`src/rtl/ocmp_timer_pkg.sv`:
```
package ocmp_timer_pkg;
  typedef enum logic [2:0] {
    REG_CTRL  = 3'd0,
    REG_PRESC = 3'd1,
    REG_MODE  = 3'd2,
    REG_CHIE  = 3'd3,
    REG_CMP   = 3'd4,
    REG_CNT   = 3'd5,
    REG_CFLG  = 3'd6,
    REG_OFLG  = 3'd7
  } reg_addr_e;

  localparam int unsigned RUN_BIT    = 7;
  localparam int unsigned OVF_IE_BIT = 7;
  localparam int unsigned OVF_FL_BIT = 7;
  localparam int unsigned CH_BIT     = 0;
endpackage

```
`src/rtl/ocmp_prescaler.sv`:
```
module ocmp_prescaler #(
  parameter int unsigned SEL_W = 3
) (
  input  logic             clk_i,
  input  logic             rst_ni,
  input  logic             en_i,
  input  logic [SEL_W-1:0] sel_i,
  output logic             tick_o
);
  localparam int unsigned DIV_W = (1 << SEL_W) - 1;

  logic [DIV_W-1:0] div_q;
  logic [DIV_W-1:0] mask;

  always_ff @(posedge clk_i or negedge rst_ni) begin
    if (!rst_ni)    div_q <= '0;
    else if (!en_i) div_q <= '0;
    else            div_q <= div_q + DIV_W'(1);
  end

  always_comb begin
    for (int i = 0; i < DIV_W; i++) mask[i] = (i < int'(sel_i));
  end

  assign tick_o = en_i && ((div_q & mask) == mask);
endmodule

```
`src/rtl/ocmp_counter.sv`:
```
module ocmp_counter #(
  parameter int unsigned CNT_W = 16
) (
  input  logic             clk_i,
  input  logic             rst_ni,
  input  logic             tick_i,
  input  logic             clr_i,
  output logic [CNT_W-1:0] cnt_o,
  output logic             ovf_o
);
  logic [CNT_W-1:0] cnt_q;
  logic             ovf_q;
  logic             wrap;

  assign wrap = tick_i && (&cnt_q);

  always_ff @(posedge clk_i or negedge rst_ni) begin
    if (!rst_ni) begin
      cnt_q <= '0;
      ovf_q <= 1'b0;
    end else begin
      if (tick_i) cnt_q <= cnt_q + CNT_W'(1);
      ovf_q <= wrap | (ovf_q & ~clr_i);  // set wins
    end
  end

  assign cnt_o = cnt_q;
  assign ovf_o = ovf_q;

  a_r4_ovf_on_wrap: assert property (@(posedge clk_i) disable iff (!rst_ni)
    (tick_i && (&cnt_q)) |=> (ovf_q && cnt_q == '0));
  a_r2_hold_without_tick: assert property (@(posedge clk_i) disable iff (!rst_ni)
    !tick_i |=> $stable(cnt_q));
endmodule

```
`src/rtl/ocmp_channel.sv`:
```
module ocmp_channel #(
  parameter int unsigned CNT_W = 16
) (
  input  logic             clk_i,
  input  logic             rst_ni,
  input  logic             tick_i,
  input  logic [CNT_W-1:0] cnt_i,
  input  logic [CNT_W-1:0] cmp_i,
  input  logic             oc_sel_i,
  input  logic             clr_i,
  output logic             flag_o
);
  logic [CNT_W-1:0] cnt_nxt;
  logic             hit;
  logic             flag_q;

  // compare against the value the counter is about to take
  assign cnt_nxt = cnt_i + CNT_W'(1);
  assign hit     = tick_i && oc_sel_i && (cnt_nxt == cmp_i);

  always_ff @(posedge clk_i or negedge rst_ni) begin
    if (!rst_ni) flag_q <= 1'b0;
    else         flag_q <= hit | (flag_q & ~clr_i);
  end

  assign flag_o = flag_q;

  a_r6_no_match_on_stall: assert property (@(posedge clk_i) disable iff (!rst_ni)
    !tick_i |=> !$rose(flag_q));
  a_r5_mode_gates_match: assert property (@(posedge clk_i) disable iff (!rst_ni)
    !oc_sel_i |=> !$rose(flag_q));
endmodule

```
`src/rtl/ocmp_timer.sv`:
```
module ocmp_timer
  import ocmp_timer_pkg::*;
#(
  parameter int unsigned CNT_W = 16,
  parameter int unsigned SEL_W = 3
) (
  input  logic             clk_i,
  input  logic             rst_ni,
  input  logic             bus_we_i,
  input  logic [2:0]       bus_addr_i,
  input  logic [CNT_W-1:0] bus_wdata_i,
  output logic [CNT_W-1:0] bus_rdata_o,
  output logic             irq_o
);
  logic             run_q, ovf_ie_q, oc_sel_q, ch_ie_q;
  logic [SEL_W-1:0] sel_q;
  logic [CNT_W-1:0] cmp_q;
  logic [CNT_W-1:0] cnt_w;
  logic             tick_w, ovf_w, cflag_w;
  logic             wr_ctrl, wr_presc, wr_mode, wr_chie, wr_cmp;
  logic             cclr, oclr;

  assign wr_ctrl  = bus_we_i && (bus_addr_i == REG_CTRL);
  assign wr_presc = bus_we_i && (bus_addr_i == REG_PRESC);
  assign wr_mode  = bus_we_i && (bus_addr_i == REG_MODE);
  assign wr_chie  = bus_we_i && (bus_addr_i == REG_CHIE);
  assign wr_cmp   = bus_we_i && (bus_addr_i == REG_CMP);
  assign cclr     = bus_we_i && (bus_addr_i == REG_CFLG) && bus_wdata_i[CH_BIT];
  assign oclr     = bus_we_i && (bus_addr_i == REG_OFLG) && bus_wdata_i[OVF_FL_BIT];

  always_ff @(posedge clk_i or negedge rst_ni) begin
    if (!rst_ni) begin
      run_q    <= 1'b0;
      ovf_ie_q <= 1'b0;
      sel_q    <= '0;
      oc_sel_q <= 1'b0;
      ch_ie_q  <= 1'b0;
      cmp_q    <= '0;
    end else begin
      if (wr_ctrl) run_q <= bus_wdata_i[RUN_BIT];
      if (wr_presc) begin
        ovf_ie_q <= bus_wdata_i[OVF_IE_BIT];
        sel_q    <= bus_wdata_i[SEL_W-1:0];
      end
      if (wr_mode) oc_sel_q <= bus_wdata_i[CH_BIT];
      if (wr_chie) ch_ie_q  <= bus_wdata_i[CH_BIT];
      if (wr_cmp)  cmp_q    <= bus_wdata_i;
    end
  end

  ocmp_prescaler #(.SEL_W(SEL_W)) i_presc (
    .clk_i (clk_i),
    .rst_ni(rst_ni),
    .en_i  (run_q),
    .sel_i (sel_q),
    .tick_o(tick_w)
  );

  ocmp_counter #(.CNT_W(CNT_W)) i_cnt (
    .clk_i (clk_i),
    .rst_ni(rst_ni),
    .tick_i(tick_w),
    .clr_i (oclr),
    .cnt_o (cnt_w),
    .ovf_o (ovf_w)
  );

  ocmp_channel #(.CNT_W(CNT_W)) i_ch0 (
    .clk_i   (clk_i),
    .rst_ni  (rst_ni),
    .tick_i  (tick_w),
    .cnt_i   (cnt_w),
    .cmp_i   (cmp_q),
    .oc_sel_i(oc_sel_q),
    .clr_i   (cclr),
    .flag_o  (cflag_w)
  );

  always_comb begin
    bus_rdata_o = '0;
    unique case (reg_addr_e'(bus_addr_i))
      REG_CTRL:  bus_rdata_o[RUN_BIT] = run_q;
      REG_PRESC: begin
        bus_rdata_o[OVF_IE_BIT]  = ovf_ie_q;
        bus_rdata_o[SEL_W-1:0]   = sel_q;
      end
      REG_MODE:  bus_rdata_o[CH_BIT] = oc_sel_q;
      REG_CHIE:  bus_rdata_o[CH_BIT] = ch_ie_q;
      REG_CMP:   bus_rdata_o = cmp_q;
      REG_CNT:   bus_rdata_o = cnt_w;
      REG_CFLG:  bus_rdata_o[CH_BIT] = cflag_w;
      REG_OFLG:  bus_rdata_o[OVF_FL_BIT] = ovf_w;
      default:   bus_rdata_o = '0;
    endcase
  end

  assign irq_o = (ovf_w & ovf_ie_q) | (cflag_w & ch_ie_q);

  a_r3_div1_every_clock: assert property (@(posedge clk_i) disable iff (!rst_ni)
    (run_q && sel_q == '0) |=> (cnt_w == CNT_W'($past(cnt_w) + CNT_W'(1))));
  a_r2_stopped_holds: assert property (@(posedge clk_i) disable iff (!rst_ni)
    !run_q |=> $stable(cnt_w));
  a_r9_set_beats_clear: assert property (@(posedge clk_i) disable iff (!rst_ni)
    (tick_w && oc_sel_q && cclr && (CNT_W'(cnt_w + CNT_W'(1)) == cmp_q)) |=> cflag_w);
endmodule

```
`config.mk`:
```
export PLATFORM = sky130hd
export DESIGN_NAME = ocmp_timer
export DESIGN_NICKNAME = d
export VERILOG_FILES = /design/src/rtl/ocmp_timer_pkg.sv /design/src/rtl/ocmp_prescaler.sv /design/src/rtl/ocmp_counter.sv /design/src/rtl/ocmp_channel.sv /design/src/rtl/ocmp_timer.sv
export SDC_FILE = /design/constraint.sdc
export NUM_CORES = 1
export LEC_CHECK = 0
export BUFFER_PORTS_ARGS = -buffer_cell sky130_fd_sc_hd__buf_2
export CORE_UTILIZATION = 41
export DETAILED_ROUTE_END_ITERATION = 7
export PLACE_DENSITY = 0.6
export SLEW_MARGIN = 20
export SYNTH_ARGS = -nofsm -noshare
export SYNTH_HDL_FRONTEND = slang
export SYNTH_SLANG_ARGS = --single-unit
```
`constraint.sdc`:
```
create_clock -name clk_i -period 2.6 [get_ports clk_i]
set_clock_uncertainty 0.05 [all_clocks]
set_input_delay 0.26 -clock clk_i [delete_from_list [all_inputs] [get_ports clk_i]]
set_output_delay 0.26 -clock clk_i [all_outputs]
set_load 0.03 [all_outputs]
```
==> impl_results.md <==
- Status: complete, no violations
- Seq pwr share: 0.467
- WL/cell: roughly 16 um
- CP Launch Type: register
- Placed Area: 3230 sq um
- Nets: 355
- Number of global-route vias before repair: about 2,100
- Die area: 7630 sq um
- Relative slew slack: 0.535
- RSZ-0062 raised after global routing: false
- YS warnings: 0
- Crit-path max cell delay: 540 ps
- Mean Syn Cell Area: around 10 sq um
- Worst skew pair latency: 300 ps
- Gate power share: 0.282
- Max Buffers Root-to-Sink: 2
- Static leakage: 1.47 nW
- Fin Setup TNS: 0 ps
- GRT Total Usage: 0.190
- Root Buffer: clkbuf_8
- Mapped Area: ~3000 sq um
- Critical Path AT: 2390 ps
- CP required: 2740 ps
- Dpl hpwl: 5.15 mm
- P_int: 1.45 mW
- Max-Cap Viols: 0
- P_sw: around 740 uW
- Sinks on the clock net: 48
- Vias post-DR: 2,262
- Tcrit/Tclk final: 0.863
- Row Count: 30
- Syn Nets: 319
- Share of cells above drive strength 1: 0.280
- Clock power share: 0.250
- 1st-iter DRT viols: 97
- Post-synth cell types: 56
- Fraction of registers with async set or reset after synthesis: 1.00
- Slew Viols, Final: 0
- Slowest-stage cell, CP: dfrtp_1
- First-pass GRT wire length: 11.0 mm
- Crit Path Category: register to register
- Switching Share: 0.338
- Post_cts resized: 0
- Antenna cells: 0
- Worst Tran Pin Value: 697 ps
- Routed vias/inst: 5.29
- Starting Density: 0.432
- Post-CTS Setup Inserts: 0
- H-tree levels: 2
- Post-Syn Instances: between 200 and 300
- Antenna viol nets, final: 0
- DRC Markers: 0
- Die width: 87.4 um
- Core area: 6910 sq um
- Pre-Repair DR Iteration Count: 4
- Fin crit period: 2240 ps
- Largest net degree at the start of global routing: 31
- CP Max Fanout: 10
- CTS buffer count: 5
- WL final: 6.67 mm
- Port bufs: 38
- Sequential fraction of the synthesis area: 0.402
- P&R area growth vs syn: 12.5%
- TritonCTS clock tree: yes
- Flops & latches, synth: 48
- Max Freq: 446 MHz
- Vert. Die Dim: slightly below 90 um
- Routability Congestion: approximately 0.85
- Crit end category: register
- HP Class: input pin to register
- PwrDens: 654 nW/um^2
- Most used flip-flop cell after synthesis: dfrtp_1
- Worst-path cell chain: nand4_2, nor2_1, nand3_1, xnor2_1, or3_1, o41ai_2
- GRT overflow: 0
- I/O pin total: 39
- Maximum VDD drop: 0.342 mV
- Final Cell Area: roughly 3400 sq um
- Reg clk slew, reported paths: roughly 90 ps
- Initial antenna violation count: 0
- EDFF count, synth: 0
- Final Hold Viols: 0
- Final setup viols: 0
cells in the final DEF, fill, tap and decap left out, types with 3 or more instances in the layout:
cell      count
inv_1         6
mux2_2       25
o21a_1        3
and3_1        3
nor3b_1       4
mux2i_1      14
xnor2_1      26
nand2_1      18
or3_1         3
a21oi_1       5
nor3_1        4
buf_2        38
nand3_1      12
xor2_1       10
nand4_1       6
buf_4        10
a31oi_1       4
dfrtp_1      48
o21ai_1       3
o21ai_0      13
nor2_1       30
clkbuf_8      5
through the flow:
| stage | hold WS (ps) | instances | utilization | setup slack, ps | total power [mW] |
|---|---|---|---|---|---|
| final | 126 | 428 | 0.486 | 356 | 2.20 |
| after detailed placement | 295 | 419 | 0.468 | 374 | 1.66 |
| after global routing | 124 | 428 | 0.486 | 193 | 2.33 |
| after global placement | 296 | 419 | 0.468 | 466 | 1.65 |
| after CTS | 122 | 428 | 0.486 | 364 | 2.22 |
| after floorplan | -85.6 | 295 | - | 557 | 1.48 |
synth_stat cells, types with 2 or more instances:
cell type / n / share of area
a21oi_1: 5 / 0.0084
a221oi_1: 2 / 0.0059
a22oi_1: 2 / 0.0050
a31oi_1: 4 / 0.0084
and2_1: 2 / 0.0042
and3_1: 3 / 0.0063
buf_2: 7 / 0.012
buf_6: 4 / 0.015
clkbuf_1: 5 / 0.0063
clkbuf_8: 2 / 0.0092
dfrtp_1: 48 / 0.40
ha_1: 2 / 0.0084
inv_1: 6 / 0.0075
mux2_2: 25 / 0.094
mux2i_1: 14 / 0.047
nand2_1: 18 / 0.023
nand2b_1: 2 / 0.0042
nand3_1: 12 / 0.020
nand4_1: 6 / 0.013
nor2_1: 30 / 0.038
nor3_1: 4 / 0.0067
nor3_2: 2 / 0.0067
nor3b_1: 4 / 0.010
o21a_1: 3 / 0.0075
o21ai_0: 13 / 0.022
o21ai_1: 3 / 0.0050
o31ai_1: 2 / 0.0050
or3_1: 3 / 0.0063
xnor2_1: 26 / 0.076
xor2_1: 10 / 0.029
state kept, by name, summed over array words and instances (netlist names):
signal and count:
ch_ie_q 1, cmp_q 16, i_ch0.flag_o 1, i_cnt.cnt_o 16, i_cnt.ovf_o 1, i_presc.div_q 7
oc_sel_q 1, ovf_ie_q 1, run_q 1, sel_q 3
final cells by class:
cell class | count | area, sq um
clock buffers | 5 | 68.8
inverters | 6 | 22.5
clock inverters | 3 | 46.3
flip-flops and latches | 48 | 1200
repair buffers | 49 | 275
multi-input cells | 221 | 1630
well taps | 96 | 120
fillers | 668 | 3550
worst max-delay path, delay by kind of cell (launching register included):
family | cells | cell delay [ps]
AND/OR/NAND/NOR | 4 | 1060
flip-flops | 1 | 540
AO/OA/AOI/OAI | 1 | 350
XOR/XNOR | 1 | 140
path summary, 6_finish.rpt:
path	from	end	slack (ps)	cells past startpoint
hold reg to reg	i_presc.div_q[0]	i_presc.div_q[0]	460	1
min in group asynchronous	rst_ni	i_presc.div_q[3]	490	2
hold / removal	bus_wdata_i[8]	cmp_q[8]	130	2
setup / recovery	i_cnt.cnt_o[3]	i_ch0.flag_o	360	6
max in group asynchronous	rst_ni	i_ch0.flag_o	1340	3
setup reg to reg	i_cnt.cnt_o[3]	i_ch0.flag_o	360	6
power by group through the flow:
stage	Combinational, mW	Sequential [mW]	Clock, mW
global placement	0.612	1.04	0
global route	0.686	1.05	0.593
CTS	0.625	1.02	0.571
floorplan	0.520	0.963	0
finish	0.620	1.03	0.550
detailed placement	0.621	1.04	0
kinds of logic after synthesis:
logic type / Yosys count / synth area share
buffers and inverters: 26 / 0.0536
muxes: 40 / 0.149
DFF: 48 / 0.402
xor gates and xnor gates: 36 / 0.106
AOI/OAI and AO/OA: 44 / 0.0993
adders and majority gates: 2 / 0.00838
and+or+nand+nor: 99 / 0.182
repair_timing:
action | 4_1_cts | 5_1_grt
endpoints found under the setup margin | 0 | 0
hold buffers | 1 | 0
endpoints found under the hold margin | 28 | 0
layer usage:
layer | wire length (um) | share of wire | global-route usage
met4 | 74 | 0.011 | 0.0611
met1 | 3360 | 0.50 | 0.282
met3 | 252 | 0.038 | 0.0341
met5 | 0 | 0 | 0
met2 | 2980 | 0.45 | 0.281
Note: power is estimated with default switching activity, not from simulation.
